## config.mk

```make
export PLATFORM = sky130hd
export DESIGN_NAME = sysref_train_gen
export DESIGN_NICKNAME = d
export VERILOG_FILES = /design/src/rtl/sysref_pkg.sv /design/src/rtl/sysref_tick_gen.sv /design/src/rtl/sysref_req_sync.sv /design/src/rtl/sysref_pulse_engine.sv /design/src/rtl/sysref_train_gen.sv
export SDC_FILE = /design/constraint.sdc
export NUM_CORES = 1
export LEC_CHECK = 0
export BUFFER_PORTS_ARGS = -buffer_cell sky130_fd_sc_hd__buf_2
export CAP_MARGIN = 20
export CORE_MARGIN = 2
export CORE_UTILIZATION = 55
export CTS_CLUSTER_SIZE = 40
export DETAILED_ROUTE_END_ITERATION = 8
export PLACE_DENSITY = 0.78
export RECOVER_POWER = 50
export SYNTH_ARGS = -nofsm -noshare
export SYNTH_HDL_FRONTEND = slang
export SYNTH_HIERARCHICAL = 1
export SYNTH_SLANG_ARGS = --single-unit
```

## constraint.sdc

```tcl
create_clock -name clk -period 5.3 [get_ports clk]
set_input_delay 1.59 -clock clk [delete_from_list [all_inputs] [get_ports clk]]
set_output_delay 1.59 -clock clk [all_outputs]
set_load 0.01 [all_outputs]
```

## src/rtl/sysref_pkg.sv

```systemverilog
package sysref_pkg;
  localparam int DIV_W   = 13;
  localparam int DIV_MIN = 4;
  localparam int DIV_MAX = 4098;
  localparam int CNT_W   = 4;
  localparam int TICK_W  = 5;

  typedef enum logic [1:0] {
    MODE_SINGLE = 2'd0,
    MODE_BURST  = 2'd1,
    MODE_CONT   = 2'd2,
    MODE_RSVD   = 2'd3
  } mode_e;

  typedef struct packed {
    logic             fixed6;
    logic [1:0]       pre;
    mode_e            mode;
    logic [CNT_W-1:0] count;
    logic [DIV_W-1:0] half;
  } cfg_t;

  function automatic logic div_illegal(input logic [DIV_W-1:0] d);
    return d[0] || (d < DIV_W'(DIV_MIN)) || (d > DIV_W'(DIV_MAX));
  endfunction

  function automatic logic [DIV_W-1:0] div_clamp(input logic [DIV_W-1:0] d);
    if (d < DIV_W'(DIV_MIN))      return DIV_W'(DIV_MIN);
    else if (d > DIV_W'(DIV_MAX)) return DIV_W'(DIV_MAX);
    else                          return {d[DIV_W-1:1], 1'b0};
  endfunction
endpackage

```

## src/rtl/sysref_tick_gen.sv

```systemverilog
module sysref_tick_gen #(
  parameter int CNT_W = 5
) (
  input  logic       clk,
  input  logic       rst_n,
  input  logic       en,
  input  logic       fixed6,
  input  logic [1:0] pre,
  output logic       tick
);
  logic [CNT_W-1:0] base, ratio, cnt;

  always_comb begin
    base = fixed6 ? CNT_W'(6) : CNT_W'(4);
    unique case (pre)
      2'd0:    ratio = base;
      2'd1:    ratio = base << 1;
      default: ratio = base << 2;
    endcase
    tick = en && (cnt >= ratio - CNT_W'(1));
  end

  always_ff @(posedge clk or negedge rst_n) begin
    if (!rst_n)              cnt <= '0;
    else if (!en || tick)    cnt <= '0;
    else                     cnt <= cnt + CNT_W'(1);
  end

  // the smallest ratio is 4, so two ticks are never adjacent
  a_r2_tick_isolated: assert property (@(posedge clk) disable iff (!rst_n)
    tick |=> !tick);
endmodule

```

## src/rtl/sysref_req_sync.sv

```systemverilog
module sysref_req_sync (
  input  logic clk,
  input  logic rst_n,
  input  logic en,
  input  logic tick,
  input  logic req_async,
  output logic req_lvl,
  output logic req_rise
);
  logic s1, s2, rt;

  always_ff @(posedge clk or negedge rst_n) begin
    if (!rst_n) begin
      s1 <= 1'b0;
      s2 <= 1'b0;
    end else begin
      s1 <= req_async;
      s2 <= s1;
    end
  end

  always_ff @(posedge clk or negedge rst_n) begin
    if (!rst_n)    rt <= 1'b0;
    else if (!en)  rt <= 1'b0;
    else if (tick) rt <= s2;
  end

  assign req_lvl  = rt;
  assign req_rise = tick && s2 && !rt;

  // the re-timed level only moves on a tick
  a_r4_level_on_tick: assert property (@(posedge clk) disable iff (!rst_n)
    (en && !tick) |=> $stable(req_lvl));
endmodule

```

## src/rtl/sysref_pulse_engine.sv

```systemverilog
module sysref_pulse_engine
  import sysref_pkg::*;
#(
  parameter int HDIV_W = DIV_W,
  parameter int NCNT_W = CNT_W
) (
  input  logic              clk,
  input  logic              rst_n,
  input  logic              en,
  input  logic              tick,
  input  logic              req_rise,
  input  logic              req_lvl,
  input  mode_e             mode,
  input  logic [NCNT_W-1:0] count,
  input  logic [HDIV_W-1:0] half,
  output logic              sysref,
  output logic              busy
);
  localparam int PH_W = HDIV_W + 1;

  typedef enum logic [1:0] {S_IDLE, S_ARM, S_RUN} st_e;
  st_e              st;
  logic [PH_W-1:0]  ph, ph_nx, last;
  logic [NCNT_W-1:0] left;
  logic             more;

  always_comb begin
    ph_nx = ph + PH_W'(1);
    last  = {half, 1'b0} - PH_W'(1);
    more  = (mode == MODE_CONT) ? req_lvl : (left != NCNT_W'(1));
  end

  always_ff @(posedge clk or negedge rst_n) begin
    if (!rst_n) begin
      st <= S_IDLE; ph <= '0; left <= '0; sysref <= 1'b0;
    end else if (!en) begin
      st <= S_IDLE; ph <= '0; left <= '0; sysref <= 1'b0;
    end else begin
      unique case (st)
        S_IDLE: if (req_rise) begin
          unique case (mode)
            MODE_BURST: if (count != '0) begin st <= S_ARM; left <= count; end
            default:    begin st <= S_ARM; left <= NCNT_W'(1); end
          endcase
        end
        S_ARM: if (tick) begin
          st <= S_RUN; ph <= '0; sysref <= 1'b1;
        end
        S_RUN: if (tick) begin
          if (ph == last) begin
            if (more) begin
              ph <= '0; sysref <= 1'b1;
              if (mode != MODE_CONT) left <= left - NCNT_W'(1);
            end else begin
              st <= S_IDLE; sysref <= 1'b0;
            end
          end else begin
            ph     <= ph_nx;
            sysref <= (ph_nx < {1'b0, half});
          end
        end
        default: st <= S_IDLE;
      endcase
    end
  end

  assign busy = (st != S_IDLE);

  // disabled block drives low
  a_r1_low_when_off: assert property (@(posedge clk) disable iff (!rst_n)
    !en |=> !sysref);
  // output edges fall only on ticks
  a_r3_edges_on_tick: assert property (@(posedge clk) disable iff (!rst_n)
    (en && !tick) |=> $stable(sysref));
  // an idle engine keeps the output low
  a_r5_idle_low: assert property (@(posedge clk) disable iff (!rst_n)
    !busy |-> !sysref);
endmodule

```

## src/rtl/sysref_train_gen.sv

```systemverilog
module sysref_train_gen
  import sysref_pkg::*;
(
  input  logic             clk,
  input  logic             rst_n,
  input  logic             sync_en,
  input  logic             req_in,
  input  logic             cfg_wr,
  input  logic             cfg_fixed6,
  input  logic [1:0]       cfg_pre,
  input  logic [1:0]       cfg_mode,
  input  logic [CNT_W-1:0] cfg_count,
  input  logic [DIV_W-1:0] cfg_div,
  output logic             sysref_out,
  output logic             div_err
);
  localparam cfg_t CFG_RST = '{fixed6: 1'b0, pre: 2'd0, mode: MODE_SINGLE,
                               count: CNT_W'(1), half: DIV_W'(DIV_MIN)};

  cfg_t pend, act;
  logic tick, req_lvl, req_rise, busy;

  always_ff @(posedge clk or negedge rst_n) begin
    if (!rst_n) begin
      pend    <= CFG_RST;
      div_err <= 1'b0;
    end else if (cfg_wr) begin
      pend.fixed6 <= cfg_fixed6;
      pend.pre    <= cfg_pre;
      pend.mode   <= mode_e'(cfg_mode);
      pend.count  <= cfg_count;
      pend.half   <= div_clamp(cfg_div);
      div_err     <= div_illegal(cfg_div);
    end
  end

  always_ff @(posedge clk or negedge rst_n) begin
    if (!rst_n)     act <= CFG_RST;
    else if (!busy) act <= pend;
  end

  sysref_tick_gen #(.CNT_W(TICK_W)) u_tick (
    .clk(clk), .rst_n(rst_n), .en(sync_en),
    .fixed6(act.fixed6), .pre(act.pre), .tick(tick)
  );

  sysref_req_sync u_req (
    .clk(clk), .rst_n(rst_n), .en(sync_en), .tick(tick),
    .req_async(req_in), .req_lvl(req_lvl), .req_rise(req_rise)
  );

  sysref_pulse_engine #(.HDIV_W(DIV_W), .NCNT_W(CNT_W)) u_eng (
    .clk(clk), .rst_n(rst_n), .en(sync_en), .tick(tick),
    .req_rise(req_rise), .req_lvl(req_lvl), .mode(act.mode),
    .count(act.count), .half(act.half), .sysref(sysref_out), .busy(busy)
  );

  // the active half-period is always even and in range
  a_r8_active_div_legal: assert property (@(posedge clk) disable iff (!rst_n)
    !act.half[0] && act.half >= DIV_W'(DIV_MIN) && act.half <= DIV_W'(DIV_MAX));
  // configuration stays frozen while pulses are in flight
  a_r9_frozen_when_busy: assert property (@(posedge clk) disable iff (!rst_n)
    busy |=> $stable(act));
endmodule

```

==> results of run 1 <==
## cell families (layout without fill, tap and decap cells)
family,Yosys count,count (layout)
AND/OR/NAND/NOR,144,144
AO/OA/AOI/OAI,107,107
flip-flops,72,72
buffers and inverters,60,84
XOR/XNOR,25,25
multiplexers,25,25
adder cells (fa/ha/maj),22,22
other,1,7
## layout make-up
class,instances,area (um^2)
clock inverters,5,33.8
fillers,652,3000
flip-flops and latches,72,1810
multi-input cells,330,2370
well taps,102,128
inverters,38,143
repair buffers,30,146
clock buffers,11,131
## power breakdown
part / leakage, nW / internal [mW] / total [mW] / switching (mW)
Combinational: 1.13 / 0.0784 / 0.176 / 0.0981
Sequential: 0.914 / 0.588 / 0.623 / 0.0350
Clock: 0.0793 / 0.169 / 0.382 / 0.213
Total: 2.13 / 0.836 / 1.18 / 0.346
## metrics by stage
stage               hold slack, ns  area [um^2]  setup slack (ns)  cells  util, %
finish                       0.355         4760              1.74    588     61.3
global route                 0.357         4760              1.38    588     61.3
CTS                          0.357         4760              1.76    587     61.3
detailed placement           0.338         4600              1.58    571     59.2
global placement             0.333         4600              1.77    571     59.2
floorplan                    0.331         4430              2.39    462        -
## critical path: cells and delay by family (launching register included)
family                   cells  cell delay, ns
AND/OR/NAND/NOR              4            1.01
AO/OA/AOI/OAI                5            0.87
adder cells (fa/ha/maj)      2            0.51
flip-flops                   1            0.42
multiplexers                 1            0.38
XOR/XNOR                     1            0.16
buffers and inverters        1            0.08
## per-layer routing
layer / up-vias / wire (um) / track usage [%]
li1: 1676 / - / -
met5: - / 0 / 0
met4: 0 / 104 / 6.52
met2: 120 / 4470 / 37.2
met1: 1705 / 4230 / 30.4
met3: 7 / 466 / 4.83
## flip-flops by register name, summed over array words and instances, names as in the netlist, 2 cells and up
signal	flops
u_eng/st	2
u_eng/ph	14
u_tick/cnt	5
act	21
pend	21
u_eng/left	4
## layout by cell type (no fill, tap or decap), types with 12 or more instances in the layout
master                     netlist  layout
sky130_fd_sc_hd__dfrtp_1        68      68
sky130_fd_sc_hd__inv_1          38      38
sky130_fd_sc_hd__o21ai_0        34      34
sky130_fd_sc_hd__buf_2           0      27
sky130_fd_sc_hd__nor2_1         25      25
sky130_fd_sc_hd__nand2_1        24      24
sky130_fd_sc_hd__ha_1           22      22
sky130_fd_sc_hd__mux2_2         20      20
sky130_fd_sc_hd__nand3_1        15      15
sky130_fd_sc_hd__nand3b_1       12      12
sky130_fd_sc_hd__xor2_1         12      12
sky130_fd_sc_hd__xnor2_1        12      12
sky130_fd_sc_hd__a21oi_1        12      12
## how the worst max path moves through the flow
stage,from,cells after the start,end
final,act[20],14,u_eng/left[3]
after global routing,rst_n,2,pend[19]
after CTS,act[21],15,u_eng/left[3]
after detailed placement,sync_en,8,u_eng/left[3]
after global placement,sync_en,8,u_eng/left[3]
after floorplan,sync_en,7,u_eng/left[2]
==> qor_table.md, run 1 <==
| Metric | Value | Unit |
|---|---|---|
| Result of the run | complete, but fails checks | - |
| Violated checks | capacitance limit, slew limit | - |
| Post-synth ARST share | 100 | % |
| Combinational family with the most area after synthesis | simple AND/OR/NAND/NOR gates | - |
| Synth Area in Compound Gates | 17.0 | % |
| Buffer levels on the longest clock path | 2 | - |
| Pin count of the biggest net entering global routing | 46 | - |
| Layout cells sized above 1 | 17.9 | % |
| CP Max Fanout | 16 | - |
| Detailed Routing Iterations Pass 1 | 5 | - |
| Aggregate negative setup slack | 0 | ns |
| Clock network latency to the later pin of the worst-skew pair | 0.35 | ns |
| Synthesized area divided by synthesized cell count | 9.67 | um^2 |
| Syn Inst Count | 456 | - |
| Count of buffers inserted at the top-level ports | 28 | - |
| Multiplexer share of the synthesized area | 6.30 | % |
| Part of the Yosys area used for sequential elements | 41.0 | % |
| Total inserted antenna cells | 0 | - |
| Wire length per cell | 15.8 | um |
| FF-to-FF path depth | 14 | - |
| Element type at the critical path end | register | - |
| Final Hold Vio Count | 0 | - |
| Class of the most critical hold timing path | register to register | - |
| Clock transition at path regs | 0.08 | ns |
| Synth Area in Simple Gates | 18.4 | % |
| TritonCTS clock tree | built | - |
| Number of hold buffers added after CTS | 0 | - |
| Die Outline Area | 8750 | um^2 |
| Cell types occupying the most area after synthesis | sky130_fd_sc_hd__dfrtp_1 39%, sky130_fd_sc_hd__ha_1 6.2%, sky130_fd_sc_hd__mux2_2 5.1% | - |
| Detailed-route via count | 3508 | - |
| Initial cell density of the core | 56.8 | % |
| Yosys Warn Count | 6 | - |
| Via count of the first global-routing pass | 3307 | - |
| Die outline height | 93.6 | um |
| Die X | 93.6 | um |
| Post-layout min period | 3.56 | ns |
| Setup repair after global routing missed its margin | false | - |
| Drt via density | 5.97 | - |
| Cell area after synthesis | 4410 | um^2 |
| Global-route wire length before repair | 15600 | um |
| Least-Margin Pin Slew | 2.14 | ns |
| Arrival time reported for the critical path endpoint | 3.78 | ns |
| Most frequent cell after synthesis | sky130_fd_sc_hd__dfrtp_1 | - |
| Cells along the critical path | nor3_1 -> inv_1 -> ha_1 -> xor2_1 -> ha_1 -> o211ai_2 -> o21ai_0 -> and2_1 -> nand2_1 -> nor2_1 -> o31ai_1 -> o211ai_1 -> a21boi_4 -> mux2_1 | - |
| Critical-path cell with the highest stage delay | sky130_fd_sc_hd__and2_1 | - |
| CTS Sinks | 72 | - |
| Kind of launch point of the worst setup path | register | - |
| Reg2reg end | u_eng/left[3] | - |
| GRT Util Overall | 22.7 | % |
| Top-area cell type share of the netlist area | 38.6 | % |
| Power density over the cells | 248 | nW/um^2 |
| Clock buffers created by TritonCTS | 9 | - |
| Antenna violations before repair | 0 | - |
| Number of placed I/O pins | 29 | - |
| Worst Hold Endpoint | u_req/s2 | - |
| Unique cell type count in the Yosys netlist | 64 | - |
| Synth Flop Type | sky130_fd_sc_hd__dfrtp_1 | - |
| Cell leakage power | 2.13 | nW |
| CP Class | register to register | - |
| Core Box Area | 7770 | um^2 |
| Deepest level of the CTS H-tree | 3 | - |
| Pins Over Slew Limit | 106 | - |
| Setup Buffers After CTS | 0 | - |
| Total of endpoints with negative setup slack in the final report | 0 | - |
| Relative slew slack | -43.0 | % |
| Detailed-placement wirelength estimate | 6580 | um |
| Max_cap viols | 3 | - |
| Std-Cell Rows | 32 | - |
| Largest clock skew in the final design | 0.0205 | ns |
| Number of routed nets with antenna violations | 0 | - |
| DRC viols | 0 | - |
| Yosys top cell by area | sky130_fd_sc_hd__dfrtp_1 | - |
| Fin nets | 530 | - |
| Hold Path Origin | u_req/s1 | - |
| Hold path cells | 0 | - |
| Setup slack of the worst register-to-register path | 1.74 | ns |
| Number of enable-type register cells in the synthesized netlist | 0 | - |
| Area delta synth->final | 8.00 | % |
| Total wirelength of the detailed-routed design | 9270 | um |
| Number of synthesized register bits | 72 | - |
| Largest stage delay, worst path | 0.48 | ns |
| Synth cell count leaders | 68 x sky130_fd_sc_hd__dfrtp_1, 38 x sky130_fd_sc_hd__inv_1, 34 x sky130_fd_sc_hd__o21ai_0, 25 x sky130_fd_sc_hd__nor2_1, 24 x sky130_fd_sc_hd__nand2_1 | - |
| Reg2Reg Launch Point | act[20] | - |
| Post-synthesis share of cell area spent on full adders, half adders and majority gates | 6.24 | % |
| Final weighted congestion of routability-driven global placement | 0.835 | - |
| Tcrit/Tclk final | 67.1 | % |
| Total congestion overflow | 0 | - |
| Cell chosen for the clock root | sky130_fd_sc_hd__clkbuf_8 | - |
| Top achievable clock speed | 281 | MHz |
| Most used cell, CP | sky130_fd_sc_hd__ha_1 | - |
| Total power consumption of the routed design | 1.18 | mW |
| Count of instances resized after the clock tree is built | 0 | - |
| Worst endpoint required time | 5.52 | ns |
| Drt first-iter violations | 311 | - |
| Area share of xor/xnor cells in the synthesized design | 5.28 | % |
| Peak ir drop on the vdd network | 0.000211 | V |
Note: power is estimated with default switching activity, not from simulation.
==> run 2, diff against run 1 <==
Settings changed: PLACE_DENSITY 0.78 to 0.81.
Clock period 5.3 ns to 3 ns, I/O delays scaled along.
==> run 2 against run 1 <==
  * The flow still finishes with violations (capacitance limit, slew limit)
  * Total power is 93% higher
  * Worst setup slack worse by 1.7 ns
  * Die area unchanged
  * Non-clock buffer count rose by 37
  * Critical endpoint unchanged
  * Largest cell class unchanged
==> qor_table.md, run 2 (synthesis results as in run 1) <==
| Metric | Value | Unit | Change |
|---|---|---|---|
| Area delta synth->final | 17.1 | % |  |
| Total internal power | 1.61 | mW | +92% |
| Worst Hold Endpoint | u_req/s2 | - |  |
| Hold WS | 0.375 | ns | +0.0201 ns |
| Worst endpoint required time | 3.24 | ns | -2.28 ns |
| Wire length per cell | 16.8 | um | +6.4% |
| CP Max Fanout | 4 | - | -12 |
| Std-Cell Rows | 32 | - | unchanged |
| Part of the total power dissipated in combinational logic | 16.5 | % | +1.6 points |
| Die X | 93.6 | um | unchanged |
| Total inserted antenna cells | 0 | - | unchanged |
| Top achievable clock speed | 339 | MHz | +20% |
| Die Outline Area | 8750 | um^2 | unchanged |
| Antenna violations before repair | 0 | - | unchanged |
| Clock transition at path regs | 0.09 | ns | about the same |
| Pin count of the biggest net entering global routing | 73 | - | +59% |
| Result of the run | complete, but fails checks | - |  |
| Clock network latency to the later pin of the worst-skew pair | 0.35 | ns | about the same |
| Element type at the critical path end | register | - |  |
| Class of the most critical hold timing path | register to register | - |  |
| Peak ir drop on the vdd network | 0.000433 | V | +110% |
| Via count of the first global-routing pass | 3671 | - | +11% |
| Least-Margin Pin Slew | 1.74 | ns | -0.408 ns |
| Count of buffers inserted at the top-level ports | 28 | - | unchanged |
| CTS Sinks | 72 | - | unchanged |
| Post-layout worst setup margin | 0.0461 | ns | -1.70 ns |
| Violated checks | capacitance limit, slew limit | - |  |
| Cells along the critical path | buf_6 -> a21o_1 -> ha_2 -> xor2_1 -> ha_1 -> o211ai_2 -> o21ai_1 -> and2_4 -> nand2_2 -> nor2_4 -> o31ai_4 -> o211ai_1 -> a21boi_4 -> mux2_4 | - |  |
| Core Box Area | 7770 | um^2 | unchanged |
| Kind of launch point of the worst setup path | register | - |  |
| Largest clock skew in the final design | 0.00755 | ns | -0.0129 ns |
| Cell chosen for the clock root | sky130_fd_sc_hd__clkbuf_8 | - |  |
| Initial cell density of the core | 56.8 | % | unchanged |
| Fin nets | 567 | - | +7.0% |
| FF-to-FF path depth | 14 | - | unchanged |
| Clock power frac | 35.3 | % | +3.0 points |
| Cell type group with the largest total delay on the critical path | compound AO/OA/AOI/OAI gates | - |  |
| Drt via density | 5.96 | - | about the same |
| Total congestion overflow | 0 | - | unchanged |
| Global-route wire length before repair | 17100 | um | +9.9% |
| Final weighted congestion of routability-driven global placement | 0.887 | - | +6.3% |
| TritonCTS clock tree | built | - |  |
| Critical-path cell with the highest stage delay | sky130_fd_sc_hd__dfrtp_1 | - |  |
| Die outline height | 93.6 | um | unchanged |
| DRC viols | 0 | - | unchanged |
| Setup slack after placement | -0.147 | ns | -1.73 ns |
| Relative slew slack | -15.8 | % | +27 points |
| CP Class | register to register | - |  |
| Pins Over Slew Limit | 73 | - | -31% |
| Detailed Routing Iterations Pass 1 | 5 | - | unchanged |
| Reg2reg end | u_eng/left[3] | - |  |
| Total wirelength of the detailed-routed design | 10500 | um | +13% |
| Fraction of power spent switching nets | 29.4 | % | +0.092 points |
| Hold path cells | 0 | - | unchanged |
| Buf+Inv Stages, Crit Path | 1 | - | unchanged |
| Biggest regs | act (21), pend (21), u_eng/ph (14) | - |  |
| Setup slack of the worst register-to-register path | 0.05 | ns | -1.70 ns |
| Detailed-placement wirelength estimate | 7110 | um | +8.0% |
| Switching pwr | 668 | uW | +93% |
| Final Hold Vio Count | 0 | - | unchanged |
| Reg2Reg Launch Point | act[20] | - |  |
| Buffer levels on the longest clock path | 2 | - | unchanged |
| Tcrit/Tclk final | 98.5 | % | +31 points |
| Number of routed nets with antenna violations | 0 | - | unchanged |
| Clock buffers created by TritonCTS | 9 | - | unchanged |
| Deepest level of the CTS H-tree | 3 | - | unchanged |
| Largest stage delay, worst path | 0.40 | ns | -0.08 ns |
| Power density over the cells | 441 | nW/um^2 | +78% |
| Layout cells sized above 1 | 28.9 | % | +11 points |
| Max_cap viols | 1 | - | -2 |
| Drt first-iter violations | 364 | - | +17% |
| Number of placed I/O pins | 29 | - | unchanged |
| Seq pwr share | 48.1 | % | -4.6 points |
| GRT Util Overall | 24.8 | % | +2.2 points |
| Hold Path Origin | u_req/s1 | - |  |
| Detailed-route via count | 3726 | - | +6.2% |
| Total of endpoints with negative setup slack in the final report | 0 | - | unchanged |
| Leading cell type in the layout, fill and taps excluded | sky130_fd_sc_hd__dfrtp_1 | - |  |
| Cell leakage power | 2.34 | nW | +10% |
| Commonest cells after routing, fill and taps aside | 63 x sky130_fd_sc_hd__dfrtp_1, 37 x sky130_fd_sc_hd__buf_4, 36 x sky130_fd_sc_hd__inv_1 | - |  |
| Arrival time reported for the critical path endpoint | 3.19 | ns | -0.59 ns |
| Post-layout min period | 2.95 | ns | -0.601 ns |
==> run 2: cell types whose count changed in the layout (fill, tap and decap cells not counted), moves of 3 or more <==
cell,before,now
sky130_fd_sc_hd__nor3_2,0,3
sky130_fd_sc_hd__buf_4,0,37
sky130_fd_sc_hd__dfrtp_2,0,5
sky130_fd_sc_hd__nor3_1,9,6
sky130_fd_sc_hd__dfrtp_1,68,63
sky130_fd_sc_hd__inv_6,0,3
sky130_fd_sc_hd__clkbuf_1,5,0
==> run 2: cell type report <==
| type | instances | area (um^2) |
|---|---|---|
| Inverter | 38 | 143 |
| Sequential cell | 72 | 1810 |
| Timing Repair Buffer | 67 | 434 |
| Multi-Input combinational cell | 330 | 2440 |
| Fill cell | 586 | 2600 |
| Clock buffer | 9 | 124 |
| Tap cell | 102 | 128 |
| Clock inverter | 7 | 77.6 |
==> run 2: power by group through the flow <==
stage | Sequential [mW] | Combinational (mW) | Clock [mW]
after global placement | 1.10 | 0.330 | 0
after CTS | 1.09 | 0.357 | 0.809
after floorplan | 1.10 | 0.227 | 0
after global routing | 1.10 | 0.418 | 0.851
final | 1.09 | 0.377 | 0.804
after detailed placement | 1.11 | 0.347 | 0
==> run 2: worst max-delay path by stage <==
| stage | slack (ns) | endpoint | startpoint | cells past startpoint |
|---|---|---|---|---|
| floorplan | 0.1 | u_eng/left[2] | act[20] | 14 |
| global placement | 0.10 | u_eng/sysref | u_eng/ph[0] | 13 |
| detailed placement | -0.15 | u_eng/left[3] | act[21] | 15 |
| CTS | 0.005 | u_eng/left[3] | act[1] | 9 |
| global route | -0.04 | u_eng/left[3] | act[20] | 14 |
| finish | 0.05 | u_eng/left[3] | act[20] | 14 |
==> run 2: per-stage QoR <==
| stage | area [um^2] | cells | power, mW | utilization [%] | setup TNS, ns |
|---|---|---|---|---|---|
| after floorplan | 4430 | 462 | 1.32 | - | 0 |
| after global placement | 4800 | 596 | 1.43 | 61.8 | 0 |
| after detailed placement | 4800 | 596 | 1.46 | 61.8 | -0.279 |
| after CTS | 5060 | 617 | 2.26 | 65.1 | 0 |
| after global routing | 5160 | 625 | 2.37 | 66.5 | -0.110 |
| final | 5160 | 625 | 2.28 | 66.5 | 0 |
==> run 2: timing repair <==
item,in CTS,in global routing
setup endpoints to repair,2,14
resized for setup,6,19
hold buffers,0,0
buffers inserted,5,8
pin swaps,6,7
==> run 2: layer usage <==
layer / wire length, um / GRT usage, % / share of wire (%) / up-vias
met1: 4420 / 32.8 / 42 / 1789
met2: 5220 / 40.2 / 50 / 149
met5: 0 / 0 / 0 / -
met4: 242 / 10.4 / 2.3 / 0
li1: - / - / - / 1756
met3: 598 / 4.75 / 5.7 / 32
==> run 3, diff against run 2 <==
Settings changed: ABC_AREA set to 1, CAP_MARGIN 20 to 0, SLEW_MARGIN set to 20.
==> run 3 against run 2 <==
  * The flow still finishes with violations (capacitance limit, slew limit)
  * Utilization decreased by 5.4 points
  * Synthesized cell count rose by 39%
  * Non-clock buffer count is 36 lower
  * Critical path depth is 1 higher
  * Clock-buffer cell count did not move
  * Combinational power rose to 4.0 times the previous value
  * Synthesized area up 2.5%
  * Sequential cell count did not move
  * Critical path type unchanged
==> qor_table.md, run 3 <==
| Metric | Value | Unit | Change |
|---|---|---|---|
| Combinational family with the most area after synthesis | simple AND/OR/NAND/NOR gates | - |  |
| Wire length per cell | 12.8 | um | -23% |
| Reg2reg end | u_eng/ph[4] | - |  |
| CP Class | register to register | - |  |
| Worst endpoint required time | 3.22 | ns | -0.02 ns |
| Cell types occupying the most area after synthesis | sky130_fd_sc_hd__dfrtp_1 38%, sky130_fd_sc_hd__nand2_1 14%, sky130_fd_sc_hd__inv_1 8.1% | - |  |
| Synthesized area divided by synthesized cell count | 7.15 | um^2 | -26% |
| Die Outline Area | 8960 | um^2 | +2.4% |
| Arrival time reported for the critical path endpoint | 2.90 | ns | -0.29 ns |
| Total power consumption of the routed design | 3.73 | mW | +64% |
| Hold Path Origin | u_req/s1 | - |  |
| Clock network latency to the later pin of the worst-skew pair | 0.36 | ns | about the same |
| Total of endpoints with negative setup slack in the final report | 0 | - | unchanged |
| Largest clock skew in the final design | 0.0127 | ns | +0.00517 ns |
| Synth cell count leaders | 173 x sky130_fd_sc_hd__nand2_1, 97 x sky130_fd_sc_hd__inv_1, 68 x sky130_fd_sc_hd__dfrtp_1, 63 x sky130_fd_sc_hd__o21ai_0, 61 x sky130_fd_sc_hd__nor2_1 | - |  |
| Aggregate negative setup slack | 0 | ns | unchanged |
| Die X | 94.7 | um | +1.2% |
| Start point of the critical path | act[19] | - |  |
| Cell leakage power | 2.58 | nW | +10% |
| Detailed Routing Iterations Pass 1 | 5 | - | unchanged |
| Kind of launch point of the worst setup path | register | - |  |
| Deepest level of the CTS H-tree | 3 | - | unchanged |
| Synth Area in Simple Gates | 29.4 | % | +11 points |
| Fin nets | 712 | - | +26% |
| Leading cell type in the layout, fill and taps excluded | sky130_fd_sc_hd__nand2_1 | - |  |
| Hold path cells | 0 | - | unchanged |
| Global-route wire length before repair | 16500 | um | -3.3% |
| CTS Sinks | 72 | - | unchanged |
| Synth Flop Type | sky130_fd_sc_hd__dfrtp_1 | - |  |
| Relative slew slack | -7.25 | % | +8.5 points |
| Detailed-route via count | 4016 | - | +7.8% |
| TritonCTS clock tree | built | - |  |
| Total inserted antenna cells | 0 | - | unchanged |
| Initial cell density of the core | 55.9 | % | -0.92 points |
| Largest stage delay, worst path | 0.38 | ns | -0.02 ns |
| Element type at the critical path end | register | - |  |
| Syn Inst Count | 632 | - | +39% |
| Peak ir drop on the vdd network | 0.000438 | V | +1.2% |
| Critical-path cell with the highest stage delay | sky130_fd_sc_hd__dfrtp_1 | - |  |
| Utilization of the core after routing | 61.1 | % | -5.4 points |
| Worst Hold Endpoint | u_req/s2 | - |  |
| Number of routed nets with antenna violations | 0 | - | unchanged |
| Clock transition at path regs | 0.08 | ns | about the same |
| Via count of the first global-routing pass | 3763 | - | +2.5% |
| Antenna violations before repair | 0 | - | unchanged |
| Number of placed I/O pins | 29 | - | unchanged |
| Core Box Area | 8090 | um^2 | +4.2% |
| Cell chosen for the clock root | sky130_fd_sc_hd__clkbuf_8 | - |  |
| Cell area after synthesis | 4520 | um^2 | +2.5% |
| Clock buffers created by TritonCTS | 9 | - | unchanged |
| Pins Over Slew Limit | 31 | - | -58% |
| GRT Util Overall | 23.8 | % | -1.0 points |
| Least-Margin Pin Slew | 1.61 | ns | -0.128 ns |
| DRC viols | 0 | - | unchanged |
| Post-layout min period | 2.68 | ns | -0.269 ns |
| Reg2Reg Launch Point | act[19] | - |  |
| Most used cell, CP | sky130_fd_sc_hd__nand2_1 | - |  |
| Commonest cells after routing, fill and taps aside | 173 x sky130_fd_sc_hd__nand2_1, 97 x sky130_fd_sc_hd__inv_1, 68 x sky130_fd_sc_hd__dfrtp_1 | - |  |
| Post-synthesis share of cell area spent on full adders, half adders and majority gates | 6.09 | % | -0.15 points |
| Part of the Yosys area used for sequential elements | 40.0 | % | -1.0 points |
| Setup slack of the worst register-to-register path | 0.32 | ns | +0.27 ns |
| Buf+Inv Stages, Crit Path | 2 | - | +1 |
| Power density over the cells | 755 | nW/um^2 | +71% |
| Area share of xor/xnor cells in the synthesized design | 3.68 | % | -1.6 points |
| Biggest regs | act (21), pend (21), u_eng/ph (14) | - |  |
| Number of enable-type register cells in the synthesized netlist | 0 | - | unchanged |
| Most frequent cell after synthesis | sky130_fd_sc_hd__nand2_1 | - |  |
| Non-filler instance count after layout | 773 | - | +24% |
| Top-area cell type share of the netlist area | 37.6 | % | -0.94 points |
| Tcrit/Tclk final | 89.5 | % | -9.0 points |
| Drt via density | 5.20 | - | -13% |
| Synth Area in Compound Gates | 10.5 | % | -6.6 points |
| CP Max Fanout | 27 | - | +23 |
| Cells along the critical path | inv_1 -> nand3_1 -> ha_1 -> xnor2_1 -> ha_1 -> nand2_1 -> nor2_1 -> nand2_1 -> a21boi_2 -> inv_1 -> a21oi_1 -> or2_2 -> nand2_2 -> nand2_1 -> o21ai_0 | - |  |
| Yosys top cell by area | sky130_fd_sc_hd__dfrtp_1 | - |  |
| Number of synthesized register bits | 72 | - | unchanged |
| Area delta synth->final | 9.41 | % |  |
| Setup Buffers After CTS | 0 | - | -5 |
| Final Hold Vio Count | 0 | - | unchanged |
| Post-synth ARST share | 100 | % | unchanged |
| Violated checks | capacitance limit, slew limit | - |  |
| Placed insts | 757 | - | +27% |
| Result of the run | complete, but fails checks | - |  |
| Max_cap viols | 1 | - | unchanged |
| Pin count of the biggest net entering global routing | 44 | - | -40% |
| Unique cell type count in the Yosys netlist | 40 | - | -38% |
| Setup repair after global routing missed its margin | false | - |  |
| Total wirelength of the detailed-routed design | 9920 | um | -5.3% |
| Top achievable clock speed | 373 | MHz | +10% |
| FF-to-FF path depth | 15 | - | +1 |
| Drt first-iter violations | 175 | - | -52% |
| Cell type group with the largest total delay on the critical path | simple AND/OR/NAND/NOR gates | - |  |
| Total congestion overflow | 0 | - | unchanged |
| Buffer levels on the longest clock path | 2 | - | unchanged |
| Yosys Warn Count | 6 | - | unchanged |
| Final weighted congestion of routability-driven global placement | 0.901 | - | +1.5% |
| Layout cells sized above 1 | 9.73 | % | -19 points |
| Multiplexer share of the synthesized area | 0.498 | % | -5.8 points |
| Die outline height | 94.7 | um | +1.2% |
| Detailed-placement wirelength estimate | 7630 | um | +7.3% |
| Std-Cell Rows | 33 | - | +3.1% |
| Class of the most critical hold timing path | register to register | - |  |
| Count of buffers inserted at the top-level ports | 28 | - | unchanged |
## run 3: changes by cell type in the layout (fill, tap and decap cells not counted), sizes merged, moves of 8 or more
cell	change
a22o	-8
nor2	+41
nand3	+42
nand2	+154
o21ai	+30
buf	-38
inv	+58
xnor2	-8
o2111ai	-9
mux2	-20
nand3b	-11
## run 3: how the worst max path moves through the flow
stage          depth (start not counted)  slack [ns]            end
2_1_floorplan                         16        0.18  u_eng/left[0]
3_3_place_gp                          17        0.24  u_eng/left[0]
3_5_place_dp                          14        0.15    u_eng/ph[6]
4_1_cts                               14        0.11    u_eng/ph[6]
5_1_grt                               16        0.04   u_eng/sysref
6_report                              15        0.32    u_eng/ph[4]
## run 3: routing by layer
metal	routed length (um)	up-vias	GRT usage, %
met5	0	-	0
met4	241	0	10.4
met3	341	22	4.63
met2	4930	85	41.3
met1	4410	1850	28.6
li1	-	2059	-
## run 3: area by class of cell
| class | count | area (um^2) |
|---|---|---|
| clock buffers | 9 | 124 |
| clock inverters | 7 | 78.8 |
| fillers | 750 | 3150 |
| inverters | 97 | 364 |
| multi-input cells | 452 | 2280 |
| flip-flops and latches | 72 | 1810 |
| well taps | 105 | 131 |
| repair buffers | 31 | 160 |
## run 3: cells by family (layout without fill, tap and decap cells)
family	Yosys count	in the layout
other	1	3
XOR/XNOR	19	19
AND/OR/NAND/NOR	316	316
adder cells (fa/ha/maj)	22	22
flip-flops	72	72
buffers and inverters	110	144
multiplexers	2	2
AO/OA/AOI/OAI	90	90
## run 3: repair_timing
| action | 4_1_cts | 5_1_grt |
|---|---|---|
| setup endpoints to repair | 0 | 20 |
| resized for setup | 0 | 2 |
| hold buffers | 0 | 0 |
## run 3: per-stage QoR
step	area, um^2	hold slack, ns	setup slack (ns)
detailed placement	4750	0.335	0.150
global route	4950	0.363	0.0367
CTS	4960	0.353	0.110
floorplan	4530	0.331	0.179
finish	4950	0.352	0.316
global placement	4750	0.332	0.239
## run 3: report_power, final
part	switching, mW	total [mW]	internal [mW]
clock network	0.394	0.786	0.392
registers	0.229	1.42	1.19
logic	0.987	1.52	0.538
